`src/rtl/fpl_pkg.sv`:
```
package fpl_pkg;

    localparam int XLEN   = 64;
    localparam int SP_W   = 32;
    localparam int SP_EXP = 8;
    localparam int SP_FRC = SP_W - SP_EXP - 1;
    localparam int DP_EXP = 11;
    localparam int DP_FRC = XLEN - DP_EXP - 1;
    localparam int FRC_PAD = DP_FRC - SP_FRC;

    typedef enum logic [1:0] {
        KIND_SP = 2'b00,
        KIND_DP = 2'b01,
        KIND_WS = 2'b10,
        KIND_WZ = 2'b11
    } load_kind_e;

    typedef enum logic [1:0] {
        ST_IDLE,
        ST_REQ,
        ST_WAIT,
        ST_DONE
    } unit_state_e;

    typedef struct packed {
        unit_state_e       state;
        logic [XLEN-1:0]   ea;
        load_kind_e        kind;
        logic              upd;
        logic [XLEN-1:0]   frt;
    } unit_regs_t;

endpackage

```
`src/rtl/fpl_ea_gen.sv`:
```
module fpl_ea_gen
    import fpl_pkg::*;
#(
    parameter int DISP_W = 16
) (
    input  logic [XLEN-1:0]   ra_val,
    input  logic              ra_is_zero,
    input  logic [XLEN-1:0]   rb_val,
    input  logic [DISP_W-1:0] disp,
    input  logic              indexed,
    input  logic              force_ra,
    output logic [XLEN-1:0]   ea
);
    localparam int EXT_W = XLEN - DISP_W;

    logic [XLEN-1:0] base_w;
    logic [XLEN-1:0] offs_w;

    always_comb begin
        // Register-zero rule only applies to non-update forms
        base_w = (ra_is_zero && !force_ra) ? '0 : ra_val;
        offs_w = indexed ? rb_val : {{EXT_W{disp[DISP_W-1]}}, disp};
        ea     = base_w + offs_w;
    end

endmodule

```
`src/rtl/fpl_sp_widen.sv`:
```
module fpl_sp_widen
    import fpl_pkg::*;
(
    input  logic [SP_W-1:0] sp_in,
    output logic [XLEN-1:0] dp_out
);
    localparam logic [DP_EXP-1:0] REBIAS   = DP_EXP'(896);
    localparam logic [DP_EXP-1:0] DEN_BASE = DP_EXP'(874);
    localparam int                POS_W    = $clog2(SP_FRC + 1);

    logic                sgn;
    logic [SP_EXP-1:0]   exp_in;
    logic [SP_FRC-1:0]   frc_in;
    logic [POS_W-1:0]    msb_pos;
    logic [POS_W-1:0]    shamt;
    logic [SP_FRC:0]     norm_w;
    logic [DP_EXP-1:0]   exp_out;
    logic [SP_FRC-1:0]   frc_out;

    always_comb begin
        sgn    = sp_in[SP_W-1];
        exp_in = sp_in[SP_W-2 -: SP_EXP];
        frc_in = sp_in[SP_FRC-1:0];

        // Leading-one position for denormal normalization
        msb_pos = '0;
        for (int i = 0; i < SP_FRC; i++) begin
            if (frc_in[i]) msb_pos = POS_W'(i);
        end
        shamt  = POS_W'(SP_FRC) - msb_pos;
        norm_w = {1'b0, frc_in} << shamt;

        if (exp_in == '1) begin
            exp_out = '1;
            frc_out = frc_in;
        end else if (exp_in == '0) begin
            if (frc_in == '0) begin
                exp_out = '0;
                frc_out = '0;
            end else begin
                exp_out = DEN_BASE + DP_EXP'(msb_pos);
                frc_out = norm_w[SP_FRC-1:0];
            end
        end else begin
            exp_out = {{(DP_EXP-SP_EXP){1'b0}}, exp_in} + REBIAS;
            frc_out = frc_in;
        end

        dp_out = {sgn, exp_out, frc_out, {FRC_PAD{1'b0}}};
    end

endmodule

```
`src/rtl/fpl_result_fmt.sv`:
```
module fpl_result_fmt
    import fpl_pkg::*;
(
    input  load_kind_e      kind,
    input  logic [XLEN-1:0] raw,
    output logic [XLEN-1:0] frt
);
    localparam int HI_W = XLEN - SP_W;

    logic [SP_W-1:0] word_w;
    logic [XLEN-1:0] widened_w;

    assign word_w = raw[SP_W-1:0];

    fpl_sp_widen u_widen (
        .sp_in  (word_w),
        .dp_out (widened_w)
    );

    always_comb begin
        unique case (kind)
            KIND_SP: frt = widened_w;
            KIND_DP: frt = raw;
            KIND_WS: frt = {{HI_W{word_w[SP_W-1]}}, word_w};
            KIND_WZ: frt = {{HI_W{1'b0}}, word_w};
            default: frt = raw;
        endcase
    end

endmodule

```
`src/rtl/fpload_unit.sv`:
```
module fpload_unit
    import fpl_pkg::*;
#(
    parameter int DISP_W = 16
) (
    input  logic              clk,
    input  logic              rst_n,
    input  logic              op_valid,
    input  logic [3:0]        op_code,
    input  logic [XLEN-1:0]   ra_val,
    input  logic              ra_is_zero,
    input  logic [XLEN-1:0]   rb_val,
    input  logic [DISP_W-1:0] disp,
    output logic              busy,
    output logic              mem_req_valid,
    input  logic              mem_req_ready,
    output logic [XLEN-1:0]   mem_req_addr,
    output logic              mem_req_size,
    input  logic              mem_rsp_valid,
    input  logic [XLEN-1:0]   mem_rsp_data,
    output logic              done,
    output logic [XLEN-1:0]   frt_data,
    output logic              ra_wb_en,
    output logic [XLEN-1:0]   ra_wb_data
);

    unit_regs_t      r_q, r_d;
    load_kind_e      in_kind_w;
    logic            in_upd_w;
    logic [XLEN-1:0] ea_w;
    logic [XLEN-1:0] fmt_w;

    assign in_kind_w = load_kind_e'(op_code[1:0]);
    // Update applies only to the floating-point kinds
    assign in_upd_w  = op_code[3] && !op_code[1];

    fpl_ea_gen #(.DISP_W(DISP_W)) u_ea (
        .ra_val     (ra_val),
        .ra_is_zero (ra_is_zero),
        .rb_val     (rb_val),
        .disp       (disp),
        .indexed    (op_code[2]),
        .force_ra   (in_upd_w),
        .ea         (ea_w)
    );

    fpl_result_fmt u_fmt (
        .kind (r_q.kind),
        .raw  (mem_rsp_data),
        .frt  (fmt_w)
    );

    always_comb begin
        r_d = r_q;
        unique case (r_q.state)
            ST_IDLE: begin
                if (op_valid) begin
                    r_d.state = ST_REQ;
                    r_d.ea    = ea_w;
                    r_d.kind  = in_kind_w;
                    r_d.upd   = in_upd_w;
                end
            end
            ST_REQ: begin
                if (mem_req_ready) r_d.state = ST_WAIT;
            end
            ST_WAIT: begin
                if (mem_rsp_valid) begin
                    r_d.frt   = fmt_w;
                    r_d.state = ST_DONE;
                end
            end
            ST_DONE: r_d.state = ST_IDLE;
            default: r_d.state = ST_IDLE;
        endcase
    end

    always_ff @(posedge clk) begin
        if (!rst_n) begin
            r_q <= '{state: ST_IDLE, ea: '0, kind: KIND_SP, upd: 1'b0, frt: '0};
        end else begin
            r_q <= r_d;
        end
    end

    assign busy          = (r_q.state != ST_IDLE);
    assign mem_req_valid = (r_q.state == ST_REQ);
    assign mem_req_addr  = r_q.ea;
    assign mem_req_size  = (r_q.kind == KIND_DP);
    assign done          = (r_q.state == ST_DONE);
    assign frt_data      = r_q.frt;
    assign ra_wb_en      = done && r_q.upd;
    assign ra_wb_data    = r_q.ea;

    // accepted op leads straight to a request
    a_r12_accept: assert property (@(posedge clk) disable iff (!rst_n)
        (op_valid && !busy) |=> (busy && mem_req_valid));

    // done is a single-cycle strobe followed by idle
    a_r12_done_pulse: assert property (@(posedge clk) disable iff (!rst_n)
        done |=> (!done && !busy));

    // busy does not drop before done
    a_r12_busy_hold: assert property (@(posedge clk) disable iff (!rst_n)
        (busy && !done) |=> busy);

    // request held stable until taken
    a_r6_req_hold: assert property (@(posedge clk) disable iff (!rst_n)
        (mem_req_valid && !mem_req_ready) |=>
        (mem_req_valid && $stable(mem_req_addr) && $stable(mem_req_size)));

    // request only while busy and never with done
    a_r6_req_busy: assert property (@(posedge clk) disable iff (!rst_n)
        mem_req_valid |-> (busy && !done));

    // write-back only together with done
    a_r5_wb_with_done: assert property (@(posedge clk) disable iff (!rst_n)
        ra_wb_en |-> done);

    // reset leaves the unit quiet
    a_r1_reset_quiet: assert property (@(posedge clk)
        !rst_n |=> (!busy && !mem_req_valid && !done && !ra_wb_en));

endmodule

```
`config.mk`:
```
export PLATFORM = sky130hd
export DESIGN_NAME = fpload_unit
export DESIGN_NICKNAME = d
export VERILOG_FILES = /design/src/rtl/fpl_pkg.sv /design/src/rtl/fpl_ea_gen.sv /design/src/rtl/fpl_sp_widen.sv /design/src/rtl/fpl_result_fmt.sv /design/src/rtl/fpload_unit.sv
export SDC_FILE = /design/constraint.sdc
export NUM_CORES = 1
export LEC_CHECK = 0
export BUFFER_PORTS_ARGS = -buffer_cell sky130_fd_sc_hd__buf_2
export CAP_MARGIN = 20
export CORE_ASPECT_RATIO = 1.1
export CORE_UTILIZATION = 45
export DETAILED_ROUTE_END_ITERATION = 12
export PLACE_DENSITY = 0.7
export REMOVE_ABC_BUFFERS = 1
export SLEW_MARGIN = 20
export SYNTH_ARGS = -nofsm -noshare
export SYNTH_HDL_FRONTEND = slang
export SYNTH_HIERARCHICAL = 1
export SYNTH_SLANG_ARGS = --single-unit
```
`constraint.sdc`:
```
create_clock -name clk -period 7.4 [get_ports clk]
set_input_delay 2.22 -clock clk [delete_from_list [all_inputs] [get_ports clk]]
set_output_delay 2.22 -clock clk [all_outputs]
set_load 0.02 [all_outputs]
```
Word-level counts from Yosys, hierarchy flattened:

Cells that the tools add are included.

* add/sub/neg operators: 4
* equality and inequality tests: 10
* shifts and indexed selects: 1
* multiplexer cells: 35
* reductions and logical operators: 13

Operator list (number)
* case mux 64 bit (4 select lines): 1
* 2-to-1 mux 64 bit: 2
* 2-to-1 mux 5 bit: 21
* 2-to-1 mux 23 bit: 3
* 2-to-1 mux 69 bit: 1
* adder 64 bit: 1
* 2-to-1 mux 11 bit: 3
* zero test 23 bit: 1
* left shift 23 x 5 -> 23 bit: 1
* adder 10 x 5 -> 11 bit (first input constant): 1
* adder 8 x 10 -> 11 bit (second input constant): 1
* equality test 2 bit (second input constant): 4
* equality test 8 bit (second input constant): 1
* zero test 8 bit: 1
* case mux 2 bit (4 select lines): 1
* subtractor 5 bit (first input constant): 1
* equality test 2 x 1 -> 1 bit (second input constant): 2
* zero test 2 bit: 2
* 2-to-1 mux 2 bit: 2
* != test 2 bit (second input constant): 2
* AND reduction 2 bit: 2
* logical AND 1 bit: 3
* AND reduction 3 bit: 1
* zero test 1 bit: 2
* other kinds (3): 3

* register bits: 133
* input port bits: 218
* output and inout port bits: 197
* word-level logic and storage cells: 68

Longest topological paths before layout:

* depth in word-level cells: 28
* depth in mapped cells: 19

Modules after synthesis:

Netlist, hierarchy kept.

By module, submodules not included
* fpload_unit: instances 1, cells each 787, area an instance 6475.0 µm², seq. area each 2662.6 µm²
* fpl_ea_gen: instances 1, cells each 763, area an instance 4834.6 µm², seq. area each 0.0 µm²
* fpl_sp_widen: instances 1, cells each 396, area an instance 2601.2 µm², seq. area each 0.0 µm²
* fpl_result_fmt: instances 1, cells each 117, area an instance 1516.5 µm², seq. area each 0.0 µm²

Worst setup path after synthesis:

Ideal clock, no wire load.

* kind: input port to flip-flop
* from: in op_code[2]
* to: reg r_q (netlist bit mem_req_addr[62])
* arrival time: 5.710 ns
* required time: 7.324 ns
* slack: 1.614 ns
* cell stages on the path: 16
* buffers on the path: 2
* cell sequence: clkbuf_1 > clkbuf_1 > mux2_2 > ha_1 > fa_1 > a21o_1 > a221oi_2 > a211oi_2 > o2111a_1 > o31ai_1 > a211oi_1 > o21ai_1 > nand2_1 > a22oi_1 > nand2_1 > a21boi_0

* word-level cells in the longest chain between the ends: 2

Ends and longest elaborated chain
* start: declaration: line fpload_unit.sv:9 `input logic [3:0] op_code,`
* 2-to-1 mux 64 bit: line fpl_ea_gen.sv:22 `offs_w = indexed ? rb_val : {{EXT_W{disp[DISP_W-1]}}, disp};`
* adder 64 bit: line fpl_ea_gen.sv:23 `ea = base_w + offs_w;`
* named net ea_w[62]: line fpload_unit.sv:30 `logic [XLEN-1:0] ea_w;`
* end signal: assignment: line fpload_unit.sv:80 `r_q <= '{state: ST_IDLE, ea: '0, kind: KIND_SP, upd: 1'b0, frt: '0};`
* end signal: assignment: line fpload_unit.sv:82 `r_q <= r_d;`
* end: declaration: line fpload_unit.sv:27 `unit_regs_t r_q, r_d;`

The timed path passes the listed nets, and every way through them passes these cells.
A chain may end at the register's enable or synchronous reset.

Worst setup path after layout:

* from: in op_code[3]
* to: reg r_q (netlist bit mem_req_addr[62])

* word-level cells in the longest chain between the ends: 5

Ends and longest elaborated chain
* logical AND 1 bit: line fpload_unit.sv:35 `assign in_upd_w = op_code[3] && !op_code[1];`
* named net in_upd_w: line fpload_unit.sv:29 `logic in_upd_w;`
* zero test 1 bit: line fpl_ea_gen.sv:21 `base_w = (ra_is_zero && !force_ra) ? '0 : ra_val;`
* logical AND 1 bit: line fpl_ea_gen.sv:21
* 2-to-1 mux 64 bit: line fpl_ea_gen.sv:21
* adder 64 bit: line fpl_ea_gen.sv:23
* named net ea_w[62]: line fpload_unit.sv:30

The timed path passes the listed nets, and every way through them passes these cells.

==> key figures <==
Run status
  – Status: finished, final reports clean

Drt
  – Post-route DRC: 0
  – Number of DRC markers in iteration 0: around 1,200
  – Vias per cell: 5.72
  – Post-route ant nets: 0
  – Mean routed wirelength per cell: slightly below 20 microns
  – DR pass1 iterations: 8
  – Routed wire length: 51.8 mm
  – Vias post-DR: 14,958

STA
  – Final Critical Period: 6070 ps
  – Setup tns final: 0 ps
  – Slew Viols, Final: 0
  – Tcrit/Tclk final: around four fifths
  – Fmax: 0.165 GHz
  – Worst-margin pin slew: 964 ps
  – RSZ-0062 raised after global routing: false
  – Relative slew slack: 35.3%
  – Final setup violating endpoints: 0
  – Fin Clk Skew: 7.33 ps
  – Hold Vio Cnt, Final: 0

Hold path
  – Hold path start: frt_data[24]
  – Worst hold path cell count: 2
  – Min-Delay Path Class: reg -> reg
  – Worst hold path endpoint: frt_data[24]

Pwr
  – Peak supply drop: 0.000147 V
  – LEAKAGE: 7.81 nW
  – Power per cell area: 198 nW/um^2
  – Power Total: 3.25 mW

Global route
  – Vias in the first global route: 14,297
  – Largest net degree at the start of global routing: 78
  – Grt ovf: 0
  – First-pass GRT wire length: slightly below 80 mm
  – Tot GR Track Use: 29.0%
  – Initial antenna violation count: 1

Cells and area
  – Fill count: ~3,300
  – Layout Cells excl Fill: 2,613
  – Nets: 2,458
  – Share of post-route cells with drive strength above 1: between 20% and 30%
  – Most frequent cells in the layout: nand2_1 (453), buf_2 (413), dfxtp_1 (131)
  – Most common cell after layout, fill and taps aside: nand2_1
  – Area delta synth->final: 6.12%
  – Final instance area: 16,400 sq um

Synthesis
  – Cell Area, Synth: 15,400 sq um
  – Ys async rst share: 0%
  – Syn Area/Cell: 7.48 sq um
  – Main flop type after synthesis: dfxtp_1
  – Post-synthesis sequential area ratio: 17.3%
  – Top post-synthesis cells by area: dfxtp_1 (17%), buf_4 (11%), nand2_1 (11%), ha_1 (5.8%), a21boi_0 (5.6%)
  – Post-synth EDFFs: 0
  – Yosys cell types: between 90 and 100
  – Yosys reg bits: 133
  – Post-synth top area share: 17.3%
  – Cells after Synth: around 2,100
  – Area leader, netlist: dfxtp_1
  – Ys Warns: 6

Clock network
  – Clock slew at reported path FFs: roughly 60 ps
  – CTS tree: yes
  – Bufs on Longest Clock Path: 2
  – H-tree depth: 4
  – TritonCTS Buffers: 17
  – Clock sinks: roughly 130
  – Setup bufs post-CTS: 0
  – Clk root buf: clkbuf_16
  – Post-CTS Resized: 0
  – Hold buffers post-CTS: 0
  – Skew-Pair Late Insertion Delay: 440 ps

Worst setup path
  – Critical path startpoint category: input port
  – Crit Reg-Reg Endpoint: frt_data[63]
  – Crit-path max FO: 32
  – Worst r2r src: r_q[65]
  – Critical Path RT: 7770 ps
  – Critical Path End Type: flip-flop
  – Reg2Reg Depth: 6
  – Reg2Reg Setup Slack: 5040 ps
  – Critical path arrival: 6430 ps
  – Critical path class: in -> reg

Floorplanning
  – Core area: 33,500 sq um
  – # IOs: 415
  – Starting Density: 46.1%
  – Die ar.: 35,000 sq um
  – Die width: ~180 microns
  – Die Ht: about 200 microns
  – # rows: 70

Placed design
  – Post-Place Cells: 2,581
  – Placement Cell Area: 15,800 sq um
  – Gpl congestion: 0.961
  – HPWL after DPL: roughly 40 mm
  – Number of port buffers: about 410

Run
  – Max Cap Viol: 0
[flip-flops by register name, summed over array words and instances, names as in the netlist]
signal,count
r_q,5
mem_req_addr,64
frt_data,64
[where the power goes]
| group | leakage (nW) | total, mW | internal [mW] | switching [mW] |
|---|---|---|---|---|
| Combinational | 6.43 | 1.49 | 0.545 | 0.941 |
| Clock | 0.294 | 0.887 | 0.544 | 0.342 |
| Sequential | 1.08 | 0.875 | 0.803 | 0.0724 |
| Total | 7.81 | 3.25 | 1.89 | 1.36 |
[per-stage QoR]
stage | setup slack [ps] | hold WS (ps) | utilization (%)
detailed placement | 987 | 455 | 47.2
CTS | 1440 | 462 | 48.9
global route | 1200 | 477 | 48.9
floorplan | 1460 | 439 | -
finish | 1330 | 459 | 48.9
global placement | 1080 | 447 | 47.2
[worst max path at each step]
stage / from / to / cells past startpoint
after detailed placement: op_code[3] / mem_req_addr[62] / 17
after global placement: op_code[3] / mem_req_addr[62] / 17
after global routing: op_code[3] / mem_req_addr[62] / 17
final: op_code[3] / mem_req_addr[62] / 17
after floorplan: op_code[3] / mem_req_addr[62] / 16
after CTS: op_code[3] / mem_req_addr[62] / 17
[cell usage after synthesis, types with 19 or more instances]
library cell  instances
nand2_1             455
buf_4               230
dfxtp_1             133
a21boi_0            115
a21oi_1              96
nor2_1               84
and2_1               73
clkbuf_1             73
ha_1                 71
a21o_1               57
o21ai_0              54
mux2i_1              50
buf_2                47
xnor2_1              34
mux2_4               30
o2bb2ai_2            30
nand3_1              28
inv_1                27
xor2_1               25
nand4_1              21
a21boi_1             20
mux2_2               20
nor3_1               19
[kinds of logic (layout without fill, tap and decap cells)]
family	after synthesis	in the layout	synth area share (%)
compound gates	548	548	27.3
other cells	1	30	0.0243
xor+xnor	59	59	3.35
flops	133	133	17.3
mux	100	100	7.62
fa+ha+maj	72	72	5.89
buf+inv	401	490	17.0
simple gates	749	749	21.6
[cell type report]
cell class / count / area (sq um) / area share, %
Multi-Input combinational cell: 1557 / 10300 / 62.7
Sequential cell: 133 / 2670 / 16.3
Timing Repair Buffer: 430 / 2190 / 13.4
Tap cell: 432 / 541 / 3.30
Clock buffer: 22 / 464 / 2.84
Clock inverter: 9 / 128 / 0.780
Inverter: 29 / 109 / 0.665
Antenna cell: 1 / 2.50 / 0.0153
[metal layers]
layer	track usage, %	vias up	share of wire, %
met4	12.5	0	3.6
met5	0	-	0
met3	4.46	110	6.2
met1	36.5	7046	43
met2	48.7	692	47
li1	-	7110	-
[worst max-delay path: stages]
cell      delay (ps)
buf_2             90
nor2b_1          120
nand2b_2         470
and2_1           330
ha_1             230
fa_1             420
a21o_1           230
a221oi_2         420
a211oi_2         160
o2111a_1         310
o31ai_1          540
a211oi_1         200
o21ai_1          220
nand2_1           70
a22oi_1          140
nand2_1           60
a21boi_0         160
(Power assumes the default switching activity.)
